### src/rtl/abu_pkg.sv
// Package abu_pkg: select encodings shared by the address/branch unit.
// Assumes the control sequencer drives these codes on plain 2-bit and
// 1-bit wires; the top module casts them into these types.
package abu_pkg;

    typedef enum logic [1:0] {
        AM_PCREL   = 2'd0,
        AM_BASEOFF = 2'd1,
        AM_REGJMP  = 2'd2,
        AM_ZERO    = 2'd3
    } addr_mode_e;

    typedef enum logic [1:0] {
        PS_SEQ     = 2'd0,
        PS_ADDER   = 2'd1,
        PS_BUS     = 2'd2,
        PS_SEQ_ALT = 2'd3
    } pc_src_e;

    typedef enum logic {
        MS_ADDER  = 1'b0,
        MS_VECTOR = 1'b1
    } mar_src_e;

endpackage

### src/rtl/abu_sext.sv
// Module abu_sext: widens a two's-complement field by copying its top bit.
// Assumes OUT_W >= IN_W.
module abu_sext #(
    parameter int IN_W  = 9,
    parameter int OUT_W = 16
) (
    input  logic [IN_W-1:0]  fld,
    output logic [OUT_W-1:0] wide
);
    localparam int PAD_W = OUT_W - IN_W;

    generate
        if (PAD_W > 0) begin : g_pad
            // replicate sign bit into the upper bits
            assign wide = {{PAD_W{fld[IN_W-1]}}, fld};
        end else begin : g_same
            // no widening needed
            assign wide = fld;
        end
    endgenerate
endmodule

### src/rtl/abu_adder.sv
// Module abu_adder: the shared address adder. It picks the base operand
// (incremented PC, base register, jump register or zero) and the offset
// (sign-extended long field, sign-extended short field or zero), then sums
// them modulo 2^DATA_W. Assumes SHORT_W < LONG_W, so both offsets sit in
// the low LONG_W bits of the field.
module abu_adder
    import abu_pkg::*;
#(
    parameter int DATA_W  = 16,
    parameter int LONG_W  = 9,
    parameter int SHORT_W = 6
) (
    input  addr_mode_e        mode,
    input  logic [LONG_W-1:0] offs_fld,
    input  logic [DATA_W-1:0] pc_inc,
    input  logic [DATA_W-1:0] base_val,
    input  logic [DATA_W-1:0] jump_val,
    output logic [DATA_W-1:0] sum
);
    logic [DATA_W-1:0] long_ext;
    logic [DATA_W-1:0] short_ext;
    logic [DATA_W-1:0] op_base;
    logic [DATA_W-1:0] op_offs;

    abu_sext #(.IN_W(LONG_W), .OUT_W(DATA_W)) u_sext_long (
        .fld  (offs_fld),
        .wide (long_ext)
    );

    abu_sext #(.IN_W(SHORT_W), .OUT_W(DATA_W)) u_sext_short (
        .fld  (offs_fld[SHORT_W-1:0]),
        .wide (short_ext)
    );

    // operand selection per addressing form
    always_comb begin
        unique case (mode)
            AM_PCREL: begin
                op_base = pc_inc;
                op_offs = long_ext;
            end
            AM_BASEOFF: begin
                op_base = base_val;
                op_offs = short_ext;
            end
            AM_REGJMP: begin
                op_base = jump_val;
                op_offs = '0;
            end
            default: begin
                op_base = '0;
                op_offs = long_ext;
            end
        endcase
    end

    // modulo-2^DATA_W sum; carry out is dropped on purpose
    assign sum = op_base + op_offs;
endmodule

### src/rtl/abu_cond.sv
// Module abu_cond: tests a branch condition mask against the flags. Each
// mask bit enables one flag; the branch condition holds when any enabled
// flag is set. Assumes the mask and flag vectors use the same bit order.
module abu_cond #(
    parameter int COND_W = 3
) (
    input  logic [COND_W-1:0] mask,
    input  logic [COND_W-1:0] flags,
    output logic              hit
);
    logic [COND_W-1:0] pair;

    genvar gi;
    generate
        for (gi = 0; gi < COND_W; gi++) begin : g_pair
            // one AND term per mask/flag pair
            assign pair[gi] = mask[gi] & flags[gi];
        end
    endgenerate

    // OR-reduce the per-flag terms
    assign hit = |pair;
endmodule

### src/rtl/addr_branch_unit.sv
// Module addr_branch_unit: forms the memory address, next PC, branch-taken
// flag and load-effective-address value for one instruction step, with all
// outputs registered. Assumes instr_fld holds instruction bits 11..0, with
// the condition mask directly above the long offset field, and that the
// sequencer holds the select inputs stable for the cycle being computed.
module addr_branch_unit
    import abu_pkg::*;
#(
    parameter int DATA_W  = 16,
    parameter int LONG_W  = 9,
    parameter int SHORT_W = 6,
    parameter int VEC_W   = 8,
    parameter int COND_W  = 3,
    localparam int FLD_W  = LONG_W + COND_W
) (
    input  logic              clk,
    input  logic              rst_n,
    input  logic [FLD_W-1:0]  instr_fld,
    input  logic [DATA_W-1:0] pc_inc,
    input  logic [DATA_W-1:0] base_val,
    input  logic [DATA_W-1:0] jump_val,
    input  logic [DATA_W-1:0] bus_val,
    input  logic              flag_n,
    input  logic              flag_z,
    input  logic              flag_p,
    input  logic [1:0]        addr_mode,
    input  logic [1:0]        pc_sel,
    input  logic              mar_sel,
    input  logic              cond_br,
    output logic [DATA_W-1:0] mar_addr,
    output logic [DATA_W-1:0] next_pc,
    output logic              br_taken,
    output logic [DATA_W-1:0] lea_val
);
    localparam int COND_LSB = LONG_W;
    localparam int COND_MSB = LONG_W + COND_W - 1;
    localparam int VEC_PAD  = DATA_W - VEC_W;

    addr_mode_e        mode_q;
    pc_src_e           pc_src;
    mar_src_e          mar_src;
    logic [DATA_W-1:0] adder_sum;
    logic [COND_W-1:0] flag_vec;
    logic              cond_hit;
    logic              redirect;
    logic [DATA_W-1:0] vec_addr;
    logic [DATA_W-1:0] mar_d;
    logic [DATA_W-1:0] pc_d;

    assign mode_q   = addr_mode_e'(addr_mode);
    assign pc_src   = pc_src_e'(pc_sel);
    assign mar_src  = mar_src_e'(mar_sel);
    assign flag_vec = {flag_n, flag_z, flag_p};
    assign vec_addr = {{VEC_PAD{1'b0}}, instr_fld[VEC_W-1:0]};

    abu_adder #(.DATA_W(DATA_W), .LONG_W(LONG_W), .SHORT_W(SHORT_W)) u_adder (
        .mode     (mode_q),
        .offs_fld (instr_fld[LONG_W-1:0]),
        .pc_inc   (pc_inc),
        .base_val (base_val),
        .jump_val (jump_val),
        .sum      (adder_sum)
    );

    abu_cond #(.COND_W(COND_W)) u_cond (
        .mask  (instr_fld[COND_MSB:COND_LSB]),
        .flags (flag_vec),
        .hit   (cond_hit)
    );

    // adder redirect: unconditional, or gated by the condition mask
    assign redirect = (pc_src == PS_ADDER) && (!cond_br || cond_hit);

    // PC source selection
    always_comb begin
        unique case (pc_src)
            PS_ADDER: pc_d = redirect ? adder_sum : pc_inc;
            PS_BUS:   pc_d = bus_val;
            default:  pc_d = pc_inc;
        endcase
    end

    // memory address source selection
    assign mar_d = (mar_src == MS_VECTOR) ? vec_addr : adder_sum;

    // output registers with synchronous active-low reset
    always_ff @(posedge clk) begin
        if (!rst_n) begin
            mar_addr <= '0;
            next_pc  <= '0;
            br_taken <= 1'b0;
            lea_val  <= '0;
        end else begin
            mar_addr <= mar_d;
            next_pc  <= pc_d;
            br_taken <= redirect;
            lea_val  <= adder_sum;
        end
    end

    AST_RESET_CLEARS: assert property (@(posedge clk)
        $past(!rst_n) |-> (mar_addr == '0 && next_pc == '0 && !br_taken && lea_val == '0));

    AST_MASK_NONE_NOT_TAKEN: assert property (@(posedge clk) disable iff (!rst_n)
        ($past(rst_n) && $past(pc_sel == 2'd1 && cond_br && instr_fld[COND_MSB:COND_LSB] == '0))
        |-> (!br_taken && next_pc == $past(pc_inc)));

    AST_MASK_ALL_TAKEN: assert property (@(posedge clk) disable iff (!rst_n)
        ($past(rst_n) && $past(pc_sel == 2'd1 && cond_br && (&instr_fld[COND_MSB:COND_LSB])
                               && (flag_n | flag_z | flag_p)))
        |-> (br_taken && next_pc == lea_val));

    AST_VECTOR_ZEXT: assert property (@(posedge clk) disable iff (!rst_n)
        ($past(rst_n) && $past(mar_sel))
        |-> (mar_addr[DATA_W-1:VEC_W] == '0 && mar_addr[VEC_W-1:0] == $past(instr_fld[VEC_W-1:0])));

    AST_MAR_FOLLOWS_LEA: assert property (@(posedge clk) disable iff (!rst_n)
        ($past(rst_n) && $past(!mar_sel)) |-> (mar_addr == lea_val));

    AST_BUS_TO_PC: assert property (@(posedge clk) disable iff (!rst_n)
        ($past(rst_n) && $past(pc_sel == 2'd2)) |-> (next_pc == $past(bus_val) && !br_taken));

    AST_JUMP_EXACT: assert property (@(posedge clk) disable iff (!rst_n)
        ($past(rst_n) && $past(addr_mode == 2'd2)) |-> (lea_val == $past(jump_val)));

    AST_TAKEN_USES_ADDER: assert property (@(posedge clk) disable iff (!rst_n)
        ($past(rst_n) && br_taken) |-> (next_pc == lea_val));

endmodule

### config.mk
export PLATFORM = sky130hd
export DESIGN_NAME = addr_branch_unit
export DESIGN_NICKNAME = d
export VERILOG_FILES = /design/src/rtl/abu_pkg.sv /design/src/rtl/abu_sext.sv /design/src/rtl/abu_adder.sv /design/src/rtl/abu_cond.sv /design/src/rtl/addr_branch_unit.sv
export SDC_FILE = /design/constraint.sdc
export NUM_CORES = 1
export LEC_CHECK = 0
export ABC_CLOCK_PERIOD_IN_PS = 3100
export BUFFER_PORTS_ARGS = -buffer_cell sky130_fd_sc_hd__buf_4
export CORE_MARGIN = 1.5
export CORE_UTILIZATION = 42
export CTS_CLUSTER_DIAMETER = 150
export DETAILED_ROUTE_END_ITERATION = 8
export PLACE_DENSITY_LB_ADDON = 0.25
export REMOVE_ABC_BUFFERS = 1
export SYNTH_ARGS = -nofsm -noshare
export SYNTH_HDL_FRONTEND = slang
export SYNTH_SLANG_ARGS = --single-unit
### constraint.sdc
create_clock -name clk -period 3.1 [get_ports clk]
set_input_delay 0.31 -clock clk [delete_from_list [all_inputs] [get_ports clk]]
set_output_delay 0.31 -clock clk [all_outputs]
set_load 0.05 [all_outputs]
==> flow_summary.yaml <==
run_status:
  status: "completed"
timing:
  rsz0062_at_grt: "false"
  setup_viol: 0
  fin_crit_sh_pct: 89.9
  setup_ws_ns: 0.314
  min_period_ns: 2.79
  slew_violations: 0
  worst_slew_pin_slew_ns: 0.756
  fmax_mhz: 359
  final_hold_viol_count: 0
  relSlewSlack_pct: 49.3
critical_path:
  required_ns: 3.37
  cpMostUsedCell: "buf_4"
  crit_type: "primary input to flip-flop"
  crit_fanout: 14
  end_kind: "flip-flop"
  crit_arrival_ns: 3.05
  crit_chain: "buf_4, inv_1, ha_1, buf_4, a222oi_1, nor2_1, ha_1, and3_1, a221oi_2, buf_4, o31ai_2, nand3_2, a2111oi_2, a221o_1"
  cp_slowest_cell: "ha_1"
  start_kind: "primary input"
  max_stage_delay_ns: 0.38
synth:
  synth_edf_count: 0
  synthArstFlopShare_pct: 0
  synth_flop_cell: "dfxtp_1"
  synth_cells: 331
  synth_mux_area_share_pct: 2.50
  ys_ff_latch: 49
  ys_warn_count: 0
  synth-compound-area-share_pct: 26.9
  synthAdderAreaFrac_pct: 10.1
  synth_top_family_by_area: "compound AO/OA/AOI/OAI gates"
  synth-simple-area-share_pct: 16.4
  synth.avg_cell_area_sq_um: 8.47
  synth_cell_types: 45
  ys_seq_area_share_pct: 35.0
  synth_area_sq_um: 2800
  synth_xor_area_share_pct: 4.69
route:
  ant_nets: 0
  vias: 3038
  vias_per_cell: 5.51
  wl_per_cell_um: 17.1
  routed_wl_um: 9420
  drt_iter0_drc: 275
  drc: 0
  drt_pass1_iterations: 6
placement:
  dp_hpwl_um: 7500
  gp_congestion: 0.935
  io_buffers: 135
  place_ws_ns: -0.00129
die:
  die_w_um: 84.7
  core_area_sq_um: 6390
  die_h_um: 84.7
  dieArea_sq_um: 7170
  ioPinCount: 136
  start_util_pct: 43.9
  rows: 29
cts:
  clk_pin_slew_ns: 0.10
  clk_root_buffer_cell: "clkbuf_8"
  cts_hold_buffers: 0
  cts_tree: "done"
  clock_path_buffers: 2
  ctsHtreeMaxLevel: 2
  numCtsBuffers: 5
  cts_resized: 0
  post_cts_buffers: 0
  cts_sinks: 49
final_layout:
  layout_commonest_cell: "buf_4"
  nets: 582
  mostFrequentLayoutCells: "buf_4 (152), dfxtp_1 (49), nor2_1 (47), a21oi_1 (26)"
  diodes: 0
  post_route_cells_drive_above_1_share_pct: 34.6
  syn_to_final_growth_pct: 46.7
global_route:
  grt_max_degree: 25
  antenna_found_initial: 0
  grt_pass1_wl_um: 14600
  overflow: 0
  grt_pass1_vias: 2955
  grt_usage_pct: 25.7
power:
  ir_drop_v: 0.000323
  power_density_nw_per_um2: 544
  fin_total_pwr_mw: 2.24
  p_leak_nw: 1.99
run:
  max_cap_viol_count: 0
worst_hold_path:
  min_path_type: "primary input to flip-flop"
[sequential cells by signal, indices dropped and copies added, names as in the netlist]
signal,cells
lea_val,16
br_taken,1
mar_addr,16
next_pc,16
[layer usage]
metal	routed length [um]	global-route usage, %	vias up
li1	-	-	1495
met1	4160	34.0	1414
met2	4470	43.9	115
met3	622	3.74	14
met4	172	6.74	0
met5	0	0	-
[metrics by stage]
step	util (%)	hold WS [ns]	std cells	TNS [ns]	area, sq um
finish	64.4	0.240	551	0	4110
global route	64.4	0.247	551	0	4110
CTS	64.4	0.240	551	0	4110
detailed placement	62.3	0.559	543	-0.00129	3980
global placement	62.3	0.555	543	0	3980
floorplan	-	0.386	314	0	2740
[layout make-up]
| class | count | area (sq um) |
|---|---|---|
| Clock inverter | 3 | 68.8 |
| Multi-Input combinational cell | 249 | 1700 |
| Tap cell | 77 | 96.3 |
| Fill cell | 572 | 2270 |
| Clock buffer | 5 | 68.8 |
| Timing Repair Buffer | 152 | 1140 |
| Sequential cell | 49 | 981 |
| Inverter | 16 | 60.1 |
[critical path: cells and delay by family]
family	cells	cell delay, ns
simple gates	3	0.44
buf+inv	4	0.48
fa+ha+maj	2	0.60
compound gates	5	1.21
[power breakdown]
part	internal (mW)	switching [mW]	total, mW	leakage [nW]
clock network	0.325	0.238	0.564	0.0687
registers	0.704	0.0220	0.726	0.406
logic	0.350	0.598	0.949	1.51
[logic make-up after synthesis]
kind of cell             Yosys count
AO/OA/AOI/OAI                    106
AND/OR/NAND/NOR                   99
buffers and inverters             33
multiplexers                       7
flip-flops                        49
XOR/XNOR                          15
adder cells (fa/ha/maj)           22
[synthesized netlist by cell type, types with 2 or more instances]
master     n  area [sq um]
nand2_1   17          63.8
inv_1     16          60.1
a21oi_1   26           130
a211oi_1   4          30.0
ha_1      21           263
nand2b_1   3          18.8
o21a_1     5          37.5
xor2_1     7          61.3
nor2b_1    3          18.8
buf_1      2          7.51
o211ai_1   3          22.5
a22o_1     2          17.5
clkbuf_1  14          52.6
xnor2_1    8          70.1
nor2_1    47           176
and2_1    16           100
and3_1     2          12.5
o21ai_0   21           105
a221oi_1   6          52.6
a21o_1     3          22.5
dfxtp_1   49           981
nor3b_1    2          15.0
nand3_1    4          20.0
mux2i_1    7          70.1
a31oi_1    2          12.5
a22oi_1    6          45.0
a222oi_1  17           170
[worst paths after layout]
kind / from / to / slack [ns] / cells past startpoint
hold / removal: pc_inc[2] / next_pc[2]$_SDFF_PN0_ / 0.24 / 3
setup / recovery: addr_mode[0] / next_pc[14]$_SDFF_PN0_ / 0.31 / 14
Note: power is estimated with default switching activity, not from simulation.
